==> config.mk <==
export PLATFORM = sky130hd
export DESIGN_NAME = ddr_sec_filter
export DESIGN_NICKNAME = d
export VERILOG_FILES = /design/src/rtl/dsf_pkg.sv /design/src/rtl/dsf_rgn_cmp.sv /design/src/rtl/dsf_regfile.sv /design/src/rtl/dsf_viol_trk.sv /design/src/rtl/ddr_sec_filter.sv
export SDC_FILE = /design/constraint.sdc
export NUM_CORES = 1
export LEC_CHECK = 0
export ABC_CLOCK_PERIOD_IN_PS = 4140
export BUFFER_PORTS_ARGS = -buffer_cell sky130_fd_sc_hd__clkbuf_2
export CORE_ASPECT_RATIO = 1.25
export CORE_UTILIZATION = 35
export CTS_BUF_LIST = sky130_fd_sc_hd__clkbuf_4 sky130_fd_sc_hd__clkbuf_8
export DETAILED_ROUTE_END_ITERATION = 16
export GPL_ROUTABILITY_DRIVEN = 0
export RECOVER_POWER = 50
export SYNTH_ARGS = -nofsm -noshare
export SYNTH_HDL_FRONTEND = slang
export SYNTH_HIERARCHICAL = 1
export SYNTH_SLANG_ARGS = --single-unit
==> constraint.sdc <==
create_clock -name clk -period 4.14 [get_ports clk]
set_clock_uncertainty 0.05 [all_clocks]
set_input_delay 0.621 -clock clk [delete_from_list [all_inputs] [get_ports clk]]
set_output_delay 0.621 -clock clk [all_outputs]
set_load 0.05 [all_outputs]
==> src/rtl/dsf_pkg.sv <==
package dsf_pkg;
  localparam int unsigned HALF_W = 16;

  // merge masked write: upper half selects which low-half bits are replaced
  function automatic logic [HALF_W-1:0] mask_merge(input logic [HALF_W-1:0] old_v,
                                                  input logic [2*HALF_W-1:0] wd);
    return (old_v & ~wd[2*HALF_W-1:HALF_W]) | (wd[HALF_W-1:0] & wd[2*HALF_W-1:HALF_W]);
  endfunction
endpackage

==> src/rtl/dsf_rgn_cmp.sv <==
module dsf_rgn_cmp #(
  parameter int FLD_W = 12
) (
  input  logic [FLD_W-1:0] page,
  input  logic [FLD_W-1:0] lo,
  input  logic [FLD_W-1:0] hi,
  output logic             hit
);
  // inclusive on both ends; lo > hi cannot satisfy both terms
  always_comb hit = (page >= lo) && (page <= hi);
endmodule

==> src/rtl/dsf_regfile.sv <==
module dsf_regfile
  import dsf_pkg::*;
#(
  parameter int NUM_RGN = 8,
  parameter int FLD_W   = 12,
  parameter int SEL_W   = 5,
  localparam int CTL_W    = NUM_RGN + 2,
  localparam int IDX_CTL  = 2 * NUM_RGN,
  localparam int IDX_VIOL = IDX_CTL + 1
) (
  input  logic                          clk,
  input  logic                          rst_n,
  input  logic                          wr_en,
  input  logic [SEL_W-1:0]              sel,
  input  logic [2*HALF_W-1:0]           wdata,
  input  logic                          viol_flag,
  output logic [NUM_RGN-1:0][FLD_W-1:0] rgn_lo,
  output logic [NUM_RGN-1:0][FLD_W-1:0] rgn_hi,
  output logic [NUM_RGN-1:0]            rgn_en,
  output logic                          out_en,
  output logic                          bypass,
  output logic [2*HALF_W-1:0]           rdata
);
  logic [NUM_RGN-1:0][FLD_W-1:0] lo_q, lo_d, hi_q, hi_d;
  logic [NUM_RGN-1:0]            lo_we, hi_we;
  logic [CTL_W-1:0]              ctl_q, ctl_d;
  logic                          ctl_we;

  for (genvar g = 0; g < NUM_RGN; g++) begin : g_rgn
    always_comb begin
      lo_we[g] = wr_en && (sel == SEL_W'(g));
      hi_we[g] = wr_en && (sel == SEL_W'(g + NUM_RGN));
      lo_d[g]  = FLD_W'(mask_merge(HALF_W'(lo_q[g]), wdata));
      hi_d[g]  = FLD_W'(mask_merge(HALF_W'(hi_q[g]), wdata));
    end

    always_ff @(posedge clk or negedge rst_n) begin
      if (!rst_n) begin
        lo_q[g] <= '0;
      end else if (lo_we[g]) begin
        lo_q[g] <= lo_d[g];
      end
    end

    always_ff @(posedge clk or negedge rst_n) begin
      if (!rst_n) begin
        hi_q[g] <= '0;
      end else if (hi_we[g]) begin
        hi_q[g] <= hi_d[g];
      end
    end
  end

  always_comb begin
    ctl_we = wr_en && (sel == SEL_W'(IDX_CTL));
    ctl_d  = CTL_W'(mask_merge(HALF_W'(ctl_q), wdata));
  end

  always_ff @(posedge clk or negedge rst_n) begin
    if (!rst_n) begin
      ctl_q <= {1'b1, {(CTL_W-1){1'b0}}};
    end else if (ctl_we) begin
      ctl_q <= ctl_d;
    end
  end

  always_comb begin
    rgn_lo = lo_q;
    rgn_hi = hi_q;
    rgn_en = ctl_q[NUM_RGN-1:0];
    out_en = ctl_q[NUM_RGN];
    bypass = ctl_q[NUM_RGN+1];
  end

  always_comb begin
    rdata = '0;
    for (int i = 0; i < NUM_RGN; i++) begin
      if (sel == SEL_W'(i))           rdata[FLD_W-1:0] = lo_q[i];
      if (sel == SEL_W'(i + NUM_RGN)) rdata[FLD_W-1:0] = hi_q[i];
    end
    if (sel == SEL_W'(IDX_CTL))  rdata[CTL_W-1:0] = ctl_q;
    if (sel == SEL_W'(IDX_VIOL)) rdata[0]         = viol_flag;
  end
endmodule

==> src/rtl/dsf_viol_trk.sv <==
module dsf_viol_trk #(
  parameter int ADDR_W = 32
) (
  input  logic              clk,
  input  logic              rst_n,
  input  logic              deny,
  input  logic [ADDR_W-1:0] addr,
  input  logic              clr,
  output logic              flag,
  output logic [ADDR_W-1:0] addr_q
);
  logic              flag_d, flag_we;
  logic [ADDR_W-1:0] addr_d;
  logic              addr_we;

  always_comb begin
    flag_we = deny || clr;
    flag_d  = deny;              // a new denial wins over a clear
    addr_we = deny && (!flag || clr);
    addr_d  = addr;
  end

  always_ff @(posedge clk or negedge rst_n) begin
    if (!rst_n) begin
      flag <= 1'b0;
    end else if (flag_we) begin
      flag <= flag_d;
    end
  end

  always_ff @(posedge clk or negedge rst_n) begin
    if (!rst_n) begin
      addr_q <= '0;
    end else if (addr_we) begin
      addr_q <= addr_d;
    end
  end
endmodule

==> src/rtl/ddr_sec_filter.sv <==
module ddr_sec_filter #(
  parameter int NUM_RGN    = 8,
  parameter int ADDR_W     = 32,
  parameter int GRAIN_LOG2 = 20,
  localparam int SEL_W     = $clog2(2 * NUM_RGN + 2)
) (
  input  logic              clk,
  input  logic              rst_n,
  input  logic              reg_wr,
  input  logic [SEL_W-1:0]  reg_sel,
  input  logic [31:0]       reg_wdata,
  output logic [31:0]       reg_rdata,
  input  logic              acc_valid,
  input  logic [ADDR_W-1:0] acc_addr,
  input  logic              acc_secure,
  output logic              acc_allow,
  output logic              acc_deny,
  output logic              viol_flag,
  output logic [ADDR_W-1:0] viol_addr
);
  localparam int FLD_W    = ADDR_W - GRAIN_LOG2;
  localparam int IDX_VIOL = 2 * NUM_RGN + 1;

  logic [NUM_RGN-1:0][FLD_W-1:0] rgn_lo, rgn_hi;
  logic [NUM_RGN-1:0]            rgn_en, rgn_hit;
  logic                          out_en, ctl_bypass;
  logic [FLD_W-1:0]              acc_page;
  logic                          viol_clr, prot_hit;

  dsf_regfile #(.NUM_RGN(NUM_RGN), .FLD_W(FLD_W), .SEL_W(SEL_W)) u_regs (
    .clk(clk), .rst_n(rst_n), .wr_en(reg_wr), .sel(reg_sel), .wdata(reg_wdata),
    .viol_flag(viol_flag), .rgn_lo(rgn_lo), .rgn_hi(rgn_hi), .rgn_en(rgn_en),
    .out_en(out_en), .bypass(ctl_bypass), .rdata(reg_rdata)
  );

  always_comb acc_page = acc_addr[ADDR_W-1:GRAIN_LOG2];

  for (genvar g = 0; g < NUM_RGN; g++) begin : g_cmp
    dsf_rgn_cmp #(.FLD_W(FLD_W)) u_cmp (
      .page(acc_page), .lo(rgn_lo[g]), .hi(rgn_hi[g]), .hit(rgn_hit[g])
    );
  end

  always_comb begin
    prot_hit  = (|(rgn_hit & rgn_en)) || (out_en && !(|rgn_hit));
    acc_deny  = acc_valid && !ctl_bypass && !acc_secure && prot_hit;
    acc_allow = acc_valid && !acc_deny;
    viol_clr  = reg_wr && (reg_sel == SEL_W'(IDX_VIOL)) && reg_wdata[0];
  end

  dsf_viol_trk #(.ADDR_W(ADDR_W)) u_viol (
    .clk(clk), .rst_n(rst_n), .deny(acc_deny), .addr(acc_addr), .clr(viol_clr),
    .flag(viol_flag), .addr_q(viol_addr)
  );
endmodule

==> summary.md, run 1 <==
Route
* 5.61 — number of vias per cell
* 5 — drt first pass iters
* 0 — DR DRC count
* 15000 — vias post-DR
* 61000 um — Final Routed Wirelength
* 0 — number of routed nets with antenna violations
* 1246 — violation count after the first detailed-routing iteration
* 22.8 um — Routed wire per std cell

Synthesis
* 17400 um2 — Cell Area, Synth
* dfrtp_1, ha_1, mux2_2 — leading post-synthesis cells by cell area
* 6 — Warnings, synthesis
* 0.336 — share of the synthesized area in the top cell type
* 86 — number of distinct standard cells referenced by the synthesized netlist
* 235 — number of flip-flops and latches in the synthesized netlist
* 9.59 um2 — mean post-synth cell area
* 0 — Post-synth EDFFs
* 1814 — synthesized instance count
* 0.338 — sequential-to-total area share from yosys stat
* dfrtp_1 — flip-flop cell with the highest count after synthesis
* dfrtp_1 — post-synth top area cell
* 1.00 — Post-synth ARST share

Power and ir drop
* 413 nW/um2 — P per Cell Area
* 0.000167 V — worst voltage drop across the vdd grid
* 9.38 nW — leakage power of the design

Worst hold path
* 2 — Hold Path Cell Cnt
* acc_addr[2] — launch point of the worst hold path
* u_viol/addr_q[2] — Worst Hold Endpoint
* in -> reg — worst hold path type

Place
* 112 — buffers added on ports
* 45200 um — total half-perimeter wirelength after legalization and detailed placement
* -0.0924 ns — post-placement worst setup slack

GRT
* 0 — GR Overflow Total
* 91800 um — global-route wire length before repair
* 15400 — number of global-route vias before repair
* 103 — largest net degree at the start of global routing
* 0.239 — combined global-route utilization of all metal layers
* 0 — antenna violations before repair

Setup path
* 3.47 ns — data required time at the worst endpoint
* reg -> out — classification of the worst setup path
* 15 — depth of the most critical reg-to-reg path
* u_viol/addr_q[14] — FF-to-FF End
* 0.59 ns — register-to-register setup slack
* flip-flop — crit start category
* 2 — peak fanout along the critical path
* 3.43 ns — Crit path arrival time
* output pin — endpoint class of the critical path

CTS
* done — TritonCTS clock tree
* 235 — number of sinks driven by the clock tree
* 43 — clock buffers created by TritonCTS
* 2 — H-tree level count
* 3 — Bufs on Longest Clock Path
* 0 — count of hold-fix buffers inserted at cts
* 0.62 ns — worst skew pair latency
* clkbuf_8 — root buf cell
* 0.06 ns — clock-pin slew reported for the worst setup and hold paths after clock tree synthesis

Cells and area
* 2260 — final layout net count
* 16.4% — Area Overhead vs Synth
* 0 — Ant. Diodes
* 0.286 — fraction of layout instances using a drive strength above 1
* 4832 — # fillers

Timing
* -0.813 — Slew Limit Headroom
* 2.72 ns — transition time of the tightest slew-check pin
* 4.10 ns — Tmin final
* 0 ns — Total Neg Setup Slack
* 0.990 — post-route fraction of the period consumed by the critical path
* 0 — # setup viols final
* 103 — number of max-slew violations in the final report
* 244 MHz — Fmax achieved
* 0.0423 ns — slack of the critical path
* 0 — Final Hold Fails

Job
* 1 — number of max-capacitance violations reported

Floorplanning
* 0.354 — starting density of the core
* 141 — top-level port count
* 49200 um2 — placeable core region
* 201 um — Chip Width
* 50600 um2 — die outline area
* 91 — number of rows in the core area
* 251 um — vertical die dimension

Outcome
* max-capacitance violations, max-slew violations — failing checks
* finished, violations left — run status

-- power by group --
group	leakage, nW	internal [mW]	switching [mW]
Clock	0.474	1.32	1.04
Combinational	5.81	1.14	1.79
Sequential	3.10	2.72	0.346
Total	9.38	5.18	3.18
-- cell families after synthesis --
logic type	Yosys count	share of synthesized area
and+or+nand+nor	509	0.149
AOI/OAI and AO/OA	311	0.125
DFF	235	0.338
buffers and inverters	324	0.0856
muxes	242	0.165
other	1	0.000215
adders and majority gates	192	0.138
-- synth_stat cells (5+ instances only) --
library cell  count
nand2_1         246
dfrtp_1         234
inv_1           208
ha_1            192
mux2_2          175
a21oi_1          79
nor2_1           71
mux2_4           40
o21ai_0          40
clkbuf_1         38
buf_4            35
a21o_1           33
buf_2            32
nand3_1          29
nand4_1          24
mux2_1           22
nor3_1           22
o211ai_1         19
o22ai_1          19
nand2b_1         14
a211oi_1         13
a221oi_1         13
a221o_1          11
o32ai_1          11
a2111oi_0        10
and3_1            9
nor2b_1           9
nand4_2           8
buf_6             7
nor3b_1           7
a32o_1            6
nand3b_1          6
nor3_2            6
o221ai_1          6
or4_1             6
a22oi_1           5
a2bb2oi_1         5
a31oi_1           5
mux2i_1           5
-- worst max-delay path by stage --
stage                  endpoint
2_1_floorplan  u_viol/addr_q[0]
3_3_place_gp           acc_deny
3_5_place_dp           acc_deny
4_1_cts                acc_deny
5_1_grt                acc_deny
6_report              acc_allow
-- per-layer routing --
layer | part of all wire | vias up | GRT usage
met5 | 0 | - | 0
met4 | 0.072 | 0 | 0.168
met3 | 0.061 | 217 | 0.0372
met2 | 0.48 | 665 | 0.409
met1 | 0.38 | 7361 | 0.271
li1 | - | 6743 | -
-- cells in the final DEF, fill, tap and decap left out, types with 8 or more instances in the layout --
cell type,instances
mux2_1,22
nor2b_1,9
inv_1,207
o32ai_1,11
mux2_2,175
clkbuf_8,55
nand2_1,246
a221oi_1,12
clkbuf_2,82
a21oi_1,69
a211oi_1,13
o211ai_1,19
ha_1,189
mux2_4,40
buf_4,109
buf_12,14
o21ai_1,11
clkbuf_4,21
nand4_1,24
a21oi_2,10
a2111oi_0,10
conb_1,20
nand3_1,29
clkbuf_1,14
o22ai_1,19
a221o_1,11
nor3_1,22
dfrtp_1,234
nand2b_1,14
and3_1,8
nor2_1,71
o21ai_0,32
a21o_1,33
-- through the flow --
step	area, um2	utilization	total power, mW	instances	hold slack (ns)
5_1_grt	20300	0.412	8.78	2672	0.205
4_1_cts	20100	0.408	8.35	2655	0.0625
3_3_place_gp	19100	0.389	5.83	2579	0.440
6_report	20300	0.412	8.36	2672	0.214
2_1_floorplan	17500	-	5.00	1833	0.275
3_5_place_dp	19100	0.389	5.94	2579	0.443
-- critical path, stage by stage, from the launching register on --
cell and delay (ns):
dfrtp_1 0.35, inv_1 0.05, ha_1 0.30, nand4_1 0.23, or4_1 0.60, a2bb2oi_2 0.16, buf_4 0.16, a22o_2 0.15
a221oi_2 0.03, and3_4 0.22, buf_4 0.13, o31a_1 0.30, buf_12 0.16
-- final cells by class --
| class | instances | area (um2) | share of cell area |
|---|---|---|---|
| well taps | 651 | 815 | 0.0402 |
| clock buffers | 70 | 870 | 0.0429 |
| inverters | 208 | 781 | 0.0385 |
| multi-input cells | 1274 | 10200 | 0.505 |
| flip-flops and latches | 235 | 5880 | 0.290 |
| clock inverters | 2 | 16.3 | 0.000803 |
| repair buffers | 232 | 1660 | 0.0819 |
-- timing repair --
item / in CTS / in global routing
setup buffers: 4 / 17
pin swaps: 2 / 17
resized for setup: 8 / 40
endpoints found under the setup margin: 2 / 2
(Power assumes the default switching activity.)
==> inputs of run 2 (changes only) <==
Settings changed: CORE_UTILIZATION 35 to 45.
==> run 2 against run 1 <==
The flow still finishes with violations (max-capacitance violations, max-slew violations). Via count up 0.25%. Die area down 22%. Non-clock buffer count up 27. Largest power group unchanged.
==> summary.md, run 2 (synthesis gave the netlist of run 1 again) <==
Worst hold path
* 2 — Hold Path Cell Cnt, unchanged
* in -> reg — worst hold path type

Timing
* -0.654 — Slew Limit Headroom, +0.159
* 2.48 ns — transition time of the tightest slew-check pin, -0.238 ns
* 0 — Final Hold Fails, unchanged
* 97 — number of max-slew violations in the final report, -5.8%
* 0 — # setup viols final, unchanged
* 0.988 — post-route fraction of the period consumed by the critical path, -0.00167
* 4.09 ns — Tmin final, -0.00691 ns
* 0.219 ns — Fin Hold WS, +0.00456 ns
* 0 ns — Total Neg Setup Slack, unchanged
* 244 MHz — Fmax achieved, +0.17%

Power and ir drop
* 0.364 — share of total power in sequential cells, -0.003
* 0.357 — combinational share of power, +0.006
* 9.52 nW — leakage power of the design, +1.5%
* 411 nW/um2 — P per Cell Area, -0.42%
* 3.17 mW — P_sw, -0.37%
* 5.24 mW — internal power component, +1.1%
* 0.000217 V — worst voltage drop across the vdd grid, +30%
* 0.377 — share of total power consumed by net switching, -0.00335
* 8.41 mW — post-route total power, +0.52%
* 0.279 — share of total power in the clock network, -0.003

Setup path
* 3.42 ns — Crit path arrival time, about the same
* flip-flop — crit start category
* 3.47 ns — data required time at the worst endpoint, about the same
* 3 — peak fanout along the critical path, +1
* output pin — endpoint class of the critical path
* 15 — depth of the most critical reg-to-reg path, unchanged
* reg -> out — classification of the worst setup path

CTS
* 235 — number of sinks driven by the clock tree, unchanged
* 42 — clock buffers created by TritonCTS, -2.3%
* 0 — count of hold-fix buffers inserted at cts, unchanged
* 2 — H-tree level count, unchanged
* done — TritonCTS clock tree
* 0.07 ns — clock-pin slew reported for the worst setup and hold paths after clock tree synthesis, about the same
* 0.58 ns — worst skew pair latency, -0.04 ns
* 3 — Bufs on Longest Clock Path, unchanged
* clkbuf_8 — root buf cell

Outcome
* max-capacitance violations, max-slew violations — failing checks
* finished, violations left — run status

GRT
* 0.302 — combined global-route utilization of all metal layers, +0.0634
* 97 — largest net degree at the start of global routing, -5.8%
* 1 — antenna violations before repair, +1
* 15000 — number of global-route vias before repair, -2.9%
* 0 — GR Overflow Total, unchanged
* 89100 um — global-route wire length before repair, -3.0%

Route
* 15000 — vias post-DR, +0.25%
* 23.5 um — Routed wire per std cell, +2.7%
* 5.91 — number of vias per cell, +5.3%
* 1118 — violation count after the first detailed-routing iteration, -10%
* 59700 um — Final Routed Wirelength, -2.2%
* 5 — drt first pass iters, unchanged
* 0 — number of routed nets with antenna violations, unchanged
* 0 — DR DRC count, unchanged

Cells and area
* 20500 um2 — design area, +0.94%
* 3442 — # fillers, -29%
* 17.5% — Area Overhead vs Synth
* nand2_1 — commonest non-fill, non-tap cell in the layout
* 2286 — final layout net count, +1.2%
* 0.302 — fraction of layout instances using a drive strength above 1, +0.0153
* nand2_1, dfrtp_1, inv_1 — highest-count cells in the layout ignoring fill and taps
* 10400 um2 — multi-input logic area, +1.6%
* 5880 um2 — Register Area, unchanged

Floorplanning
* 80 — number of rows in the core area, -12%
* 39500 um2 — die outline area, -22%
* 0.456 — starting density of the core, +0.103
* 178 um — Chip Width, -12%
* 141 — top-level port count, unchanged
* 222 um — vertical die dimension, -12%
* 38100 um2 — placeable core region, -22%

Place
* 112 — buffers added on ports, unchanged
* 19100 um2 — placed inst area, -0.24%
* 44400 um — total half-perimeter wirelength after legalization and detailed placement, -1.8%

Job
* 1 — number of max-capacitance violations reported, unchanged

==> run 2: cell count changes in the layout (fill, tap and decap cells not counted), sizes merged <==
cell	change
clkinvlp	+1
buf	+26
diode	+1
inv	-1
clkbuf	-1
bufinv	+1
clkinv	+4
==> run 2: layer usage <==
layer / routed length [um] / global-route usage / up-vias / part of all wire
met5: 0 / 0 / - / 0
met4: 4890 / 0.236 / 0 / 0.082
met3: 3070 / 0.0362 / 217 / 0.051
met2: 28900 / 0.500 / 634 / 0.48
met1: 22800 / 0.351 / 7381 / 0.38
li1: - / - / 6792 / -
==> run 2: worst max-delay path, cell delays in order, from the launching register on <==
cell       delay (ns)
dfrtp_1          0.40
ha_1             0.27
nand2b_1         0.18
a21oi_2          0.21
o21ai_2          0.08
a221o_1          0.37
a2bb2oi_4        0.18
nor4_4           0.26
nand4b_1         0.13
and3_4           0.19
nor4b_4          0.26
buf_12           0.16
buf_12           0.13
==> run 2: power groups by stage <==
stage,logic [mW],clock network (mW),registers [mW]
5_1_grt,3.23,2.49,3.12
2_1_floorplan,1.46,0,3.54
3_3_place_gp,2.77,0,3.09
6_report,3.00,2.35,3.06
4_1_cts,2.89,2.39,3.06
3_5_place_dp,2.85,0,3.11
==> run 2: per-stage QoR <==
step	std cells	setup slack, ns	util
after global placement	2437	0.00971	0.500
after global routing	2544	-0.0962	0.536
after CTS	2519	0.000810	0.526
after floorplan	1833	0.272	-
final	2544	0.0492	0.536
after detailed placement	2437	-0.0814	0.500
==> run 2: timing repair <==
action	in CTS	in global routing
gates resized for setup	10	51
setup endpoints to repair	2	2
buffers inserted	7	25
pin swaps	3	28
==> run 2: worst paths after layout <==
kind,start,slack (ns),endpoint
worst max-delay path,flip-flop,0.05,acc_deny
worst min-delay path,acc_addr[14],0.22,u_viol/addr_q[14]
worst max register to register,flip-flop,0.60,u_viol/addr_q[23]
worst min register to register,u_viol/addr_q[17],0.45,u_viol/addr_q[17]
max in group asynchronous,rst_n,0.90,asynchronous set/reset pin
min in group asynchronous,rst_n,0.75,asynchronous set/reset pin
==> run 2: final cells by class <==
class	instances	area share
multi-input combinational	1274	0.509
sequential	235	0.288
timing repair buffer	259	0.0917
clock buffer	68	0.0406
inverter	208	0.0382
tap	492	0.0301
clock inverter	7	0.00306
antenna	1	0.000122
==> inputs of run 3 (changes only) <==
--- a/config.mk
+++ b/config.mk
@@ -10,5 +10,6 @@
 export CORE_ASPECT_RATIO = 1.25
 export CORE_UTILIZATION = 45
-export CTS_BUF_LIST = sky130_fd_sc_hd__clkbuf_4 sky130_fd_sc_hd__clkbuf_8
+export CTS_BUF_LIST = sky130_fd_sc_hd__clkbuf_8 sky130_fd_sc_hd__clkbuf_16
+export CTS_CLUSTER_SIZE = 10
 export DETAILED_ROUTE_END_ITERATION = 16
 export GPL_ROUTABILITY_DRIVEN = 0
--- a/constraint.sdc
+++ b/constraint.sdc
@@ -3,3 +3,3 @@
 set_input_delay 0.621 -clock clk [delete_from_list [all_inputs] [get_ports clk]]
 set_output_delay 0.621 -clock clk [all_outputs]
-set_load 0.05 [all_outputs]
+set_load 0.1 [all_outputs]
==> run 3 against run 2 <==
The flow still finishes with violations (max-capacitance violations, max-slew violations). Final cell count decreased by 3.1%. Critical path depth fell by 2. Sequential share of layout area increased by 0.64 points. Total power grew 6.4%. Sequential power about the same. Routed wire length decreased by 1.7%. Global-route usage shrank 0.26 points. First-iteration DRC count shrank 2.1%. Final area decreased by 2.2%. Worst setup slack improved by 0.096 ns. Largest cell class unchanged.
==> summary.md, run 3 (synthesis gave the netlist of run 1 again) <==
Timing
* 0 — Final Hold Fails, unchanged
* 250 MHz — Fmax achieved, +2.4%
* -1.05 — Slew Limit Headroom, -0.400
* 0 — # setup viols final, unchanged
* 3.99 ns — Tmin final, -0.0965 ns
* 0.965 — post-route fraction of the period consumed by the critical path, -0.0233
* 109 — number of max-slew violations in the final report, +12%
* 0 ns — Total Neg Setup Slack, unchanged
* 3.08 ns — transition time of the tightest slew-check pin, +0.599 ns

GRT
* 88800 um — global-route wire length before repair, -0.29%
* 15100 — number of global-route vias before repair, +0.78%
* 0 — antenna violations before repair, -1
* 0.299 — combined global-route utilization of all metal layers, -0.00258
* 0 — GR Overflow Total, unchanged
* 110 — largest net degree at the start of global routing, +13%

Route
* 6 — drt first pass iters, +1
* 5.99 — number of vias per cell, +1.4%
* 58600 um — Final Routed Wirelength, -1.7%
* 0 — DR DRC count, unchanged
* 0 — number of routed nets with antenna violations, unchanged
* 14800 — vias post-DR, -1.7%
* 23.8 um — Routed wire per std cell, +1.4%
* 1095 — violation count after the first detailed-routing iteration, -2.1%

Cells and area
* 3516 — # fillers, +2.1%
* nand2_1, dfrtp_1, inv_1 — highest-count cells in the layout ignoring fill and taps
* 20000 um2 — design area, -2.2%
* 0.262 — fraction of layout instances using a drive strength above 1, -0.0394
* 2226 — final layout net count, -2.6%
* nand2_1 — commonest non-fill, non-tap cell in the layout
* 0 — Ant. Diodes, -1
* 15.0% — Area Overhead vs Synth

Setup path
* 0.60 ns — CP peak stage delay, +0.20 ns
* output pin — endpoint class of the critical path
* inv_1 > ha_1 > nand4_2 > or4_1 > a2bb2oi_4 > a22o_2 > a221oi_2 > and3_4 > nor4b_4 > buf_12 — sequence of cells on the critical path
* 3 — peak fanout along the critical path, unchanged
* 3.47 ns — data required time at the worst endpoint, about the same
* flip-flop — crit start category
* 3.32 ns — Crit path arrival time, -0.10 ns
* or4_1 — worst-path cell with the longest stage delay
* reg -> out — classification of the worst setup path

CTS
* clkbuf_16 — root buf cell
* 3 — Bufs on Longest Clock Path, unchanged
* 0.06 ns — clock-pin slew reported for the worst setup and hold paths after clock tree synthesis, about the same
* done — TritonCTS clock tree
* 0.57 ns — worst skew pair latency, about the same
* 1 — H-tree level count, -1
* 28 — clock buffers created by TritonCTS, -33%
* 235 — number of sinks driven by the clock tree, unchanged
* 0 — count of hold-fix buffers inserted at cts, unchanged

Place
* 112 — buffers added on ports, unchanged
* 19200 um2 — placed inst area, +0.54%
* 43900 um — total half-perimeter wirelength after legalization and detailed placement, -1.0%

Power and ir drop
* 447 nW/um2 — P per Cell Area, +8.8%
* 0.424 — share of total power consumed by net switching, +0.0468
* 9.28 nW — leakage power of the design, -2.5%
* 3.79 mW — P_sw, +20%
* 5.15 mW — internal power component, -1.6%
* 0.256 — share of total power in the clock network, -0.023
* 0.000345 V — worst voltage drop across the vdd grid, +59%
* 0.344 — share of total power in sequential cells, -0.020
* 0.401 — combinational share of power, +0.044

Floorplanning
* 38100 um2 — placeable core region, unchanged
* 39500 um2 — die outline area, unchanged
* 222 um — vertical die dimension, unchanged
* 178 um — Chip Width, unchanged
* 141 — top-level port count, unchanged
* 0.456 — starting density of the core, unchanged
* 80 — number of rows in the core area, unchanged

Outcome
* finished, violations left — run status
* max-capacitance violations, max-slew violations — failing checks

Worst hold path
* in -> reg — worst hold path type

Job
* 1 — number of max-capacitance violations reported, unchanged

## run 3: metrics by stage
step	utilization	power (mW)	cells	hold WS, ns	worst slack [ns]
2_1_floorplan	-	5.73	1833	0.275	-0.0619
3_3_place_gp	0.503	6.59	2419	0.438	0.101
3_5_place_dp	0.503	6.69	2419	0.448	0.0763
4_1_cts	0.525	9.00	2463	0.145	0.0427
5_1_grt	0.525	9.36	2466	0.235	-0.00728
6_report	0.525	8.94	2466	0.244	0.146
## run 3: final cells by class
type / instances / area [um2] / share of cell area
clock buffer: 33 / 781 / 0.0390
clock inverter: 11 / 41.3 / 0.00206
inverter: 208 / 801 / 0.0400
multi-input combinational: 1274 / 10300 / 0.513
sequential: 235 / 5880 / 0.294
tap: 492 / 616 / 0.0308
timing repair buffer: 213 / 1630 / 0.0812
## run 3: final timing paths
path                                   start                          to  slack (ns)  depth (start not counted)
max in group asynchronous              rst_n  asynchronous set/reset pin        0.92                          2
min                              acc_addr[0]            u_viol/addr_q[0]        0.24                          2
max                                flip-flop                    acc_deny        0.15                         10
min in group asynchronous              rst_n           u_viol/addr_q[24]        1.02                          1
min reg2reg                u_viol/addr_q[12]           u_viol/addr_q[12]        0.46                          1
max reg2reg                        flip-flop           u_viol/addr_q[31]        0.55                         15
## run 3: routing by layer
layer / global-route usage / wire (um) / vias to the layer above
li1: - / - / 6665
met1: 0.349 / 22600 / 7251
met2: 0.514 / 28500 / 665
met3: 0.0262 / 3010 / 189
met4: 0.206 / 4440 / 0
met5: 0 / 0 / -
## run 3: critical path, delay by kind of cell (launching register included)
family	cells	cell delay, ns
buffers and inverters	2	0.28
AOI/OAI and AO/OA	3	0.44
adders and majority gates	1	0.33
DFF	1	0.40
and+or+nand+nor	4	1.30
## run 3: repair_timing
action | in CTS | in global routing
resized for setup | 0 | 5
buffers inserted | 0 | 3
setup endpoints to repair | 0 | 2
## run 3: power groups by stage
stage	combinational [mW]	clock (mW)	sequential, mW
6_report	3.58	2.29	3.07
5_1_grt	3.81	2.41	3.13
4_1_cts	3.60	2.33	3.07
3_5_place_dp	3.58	0	3.11
3_3_place_gp	3.50	0	3.09
2_1_floorplan	1.59	0	4.15
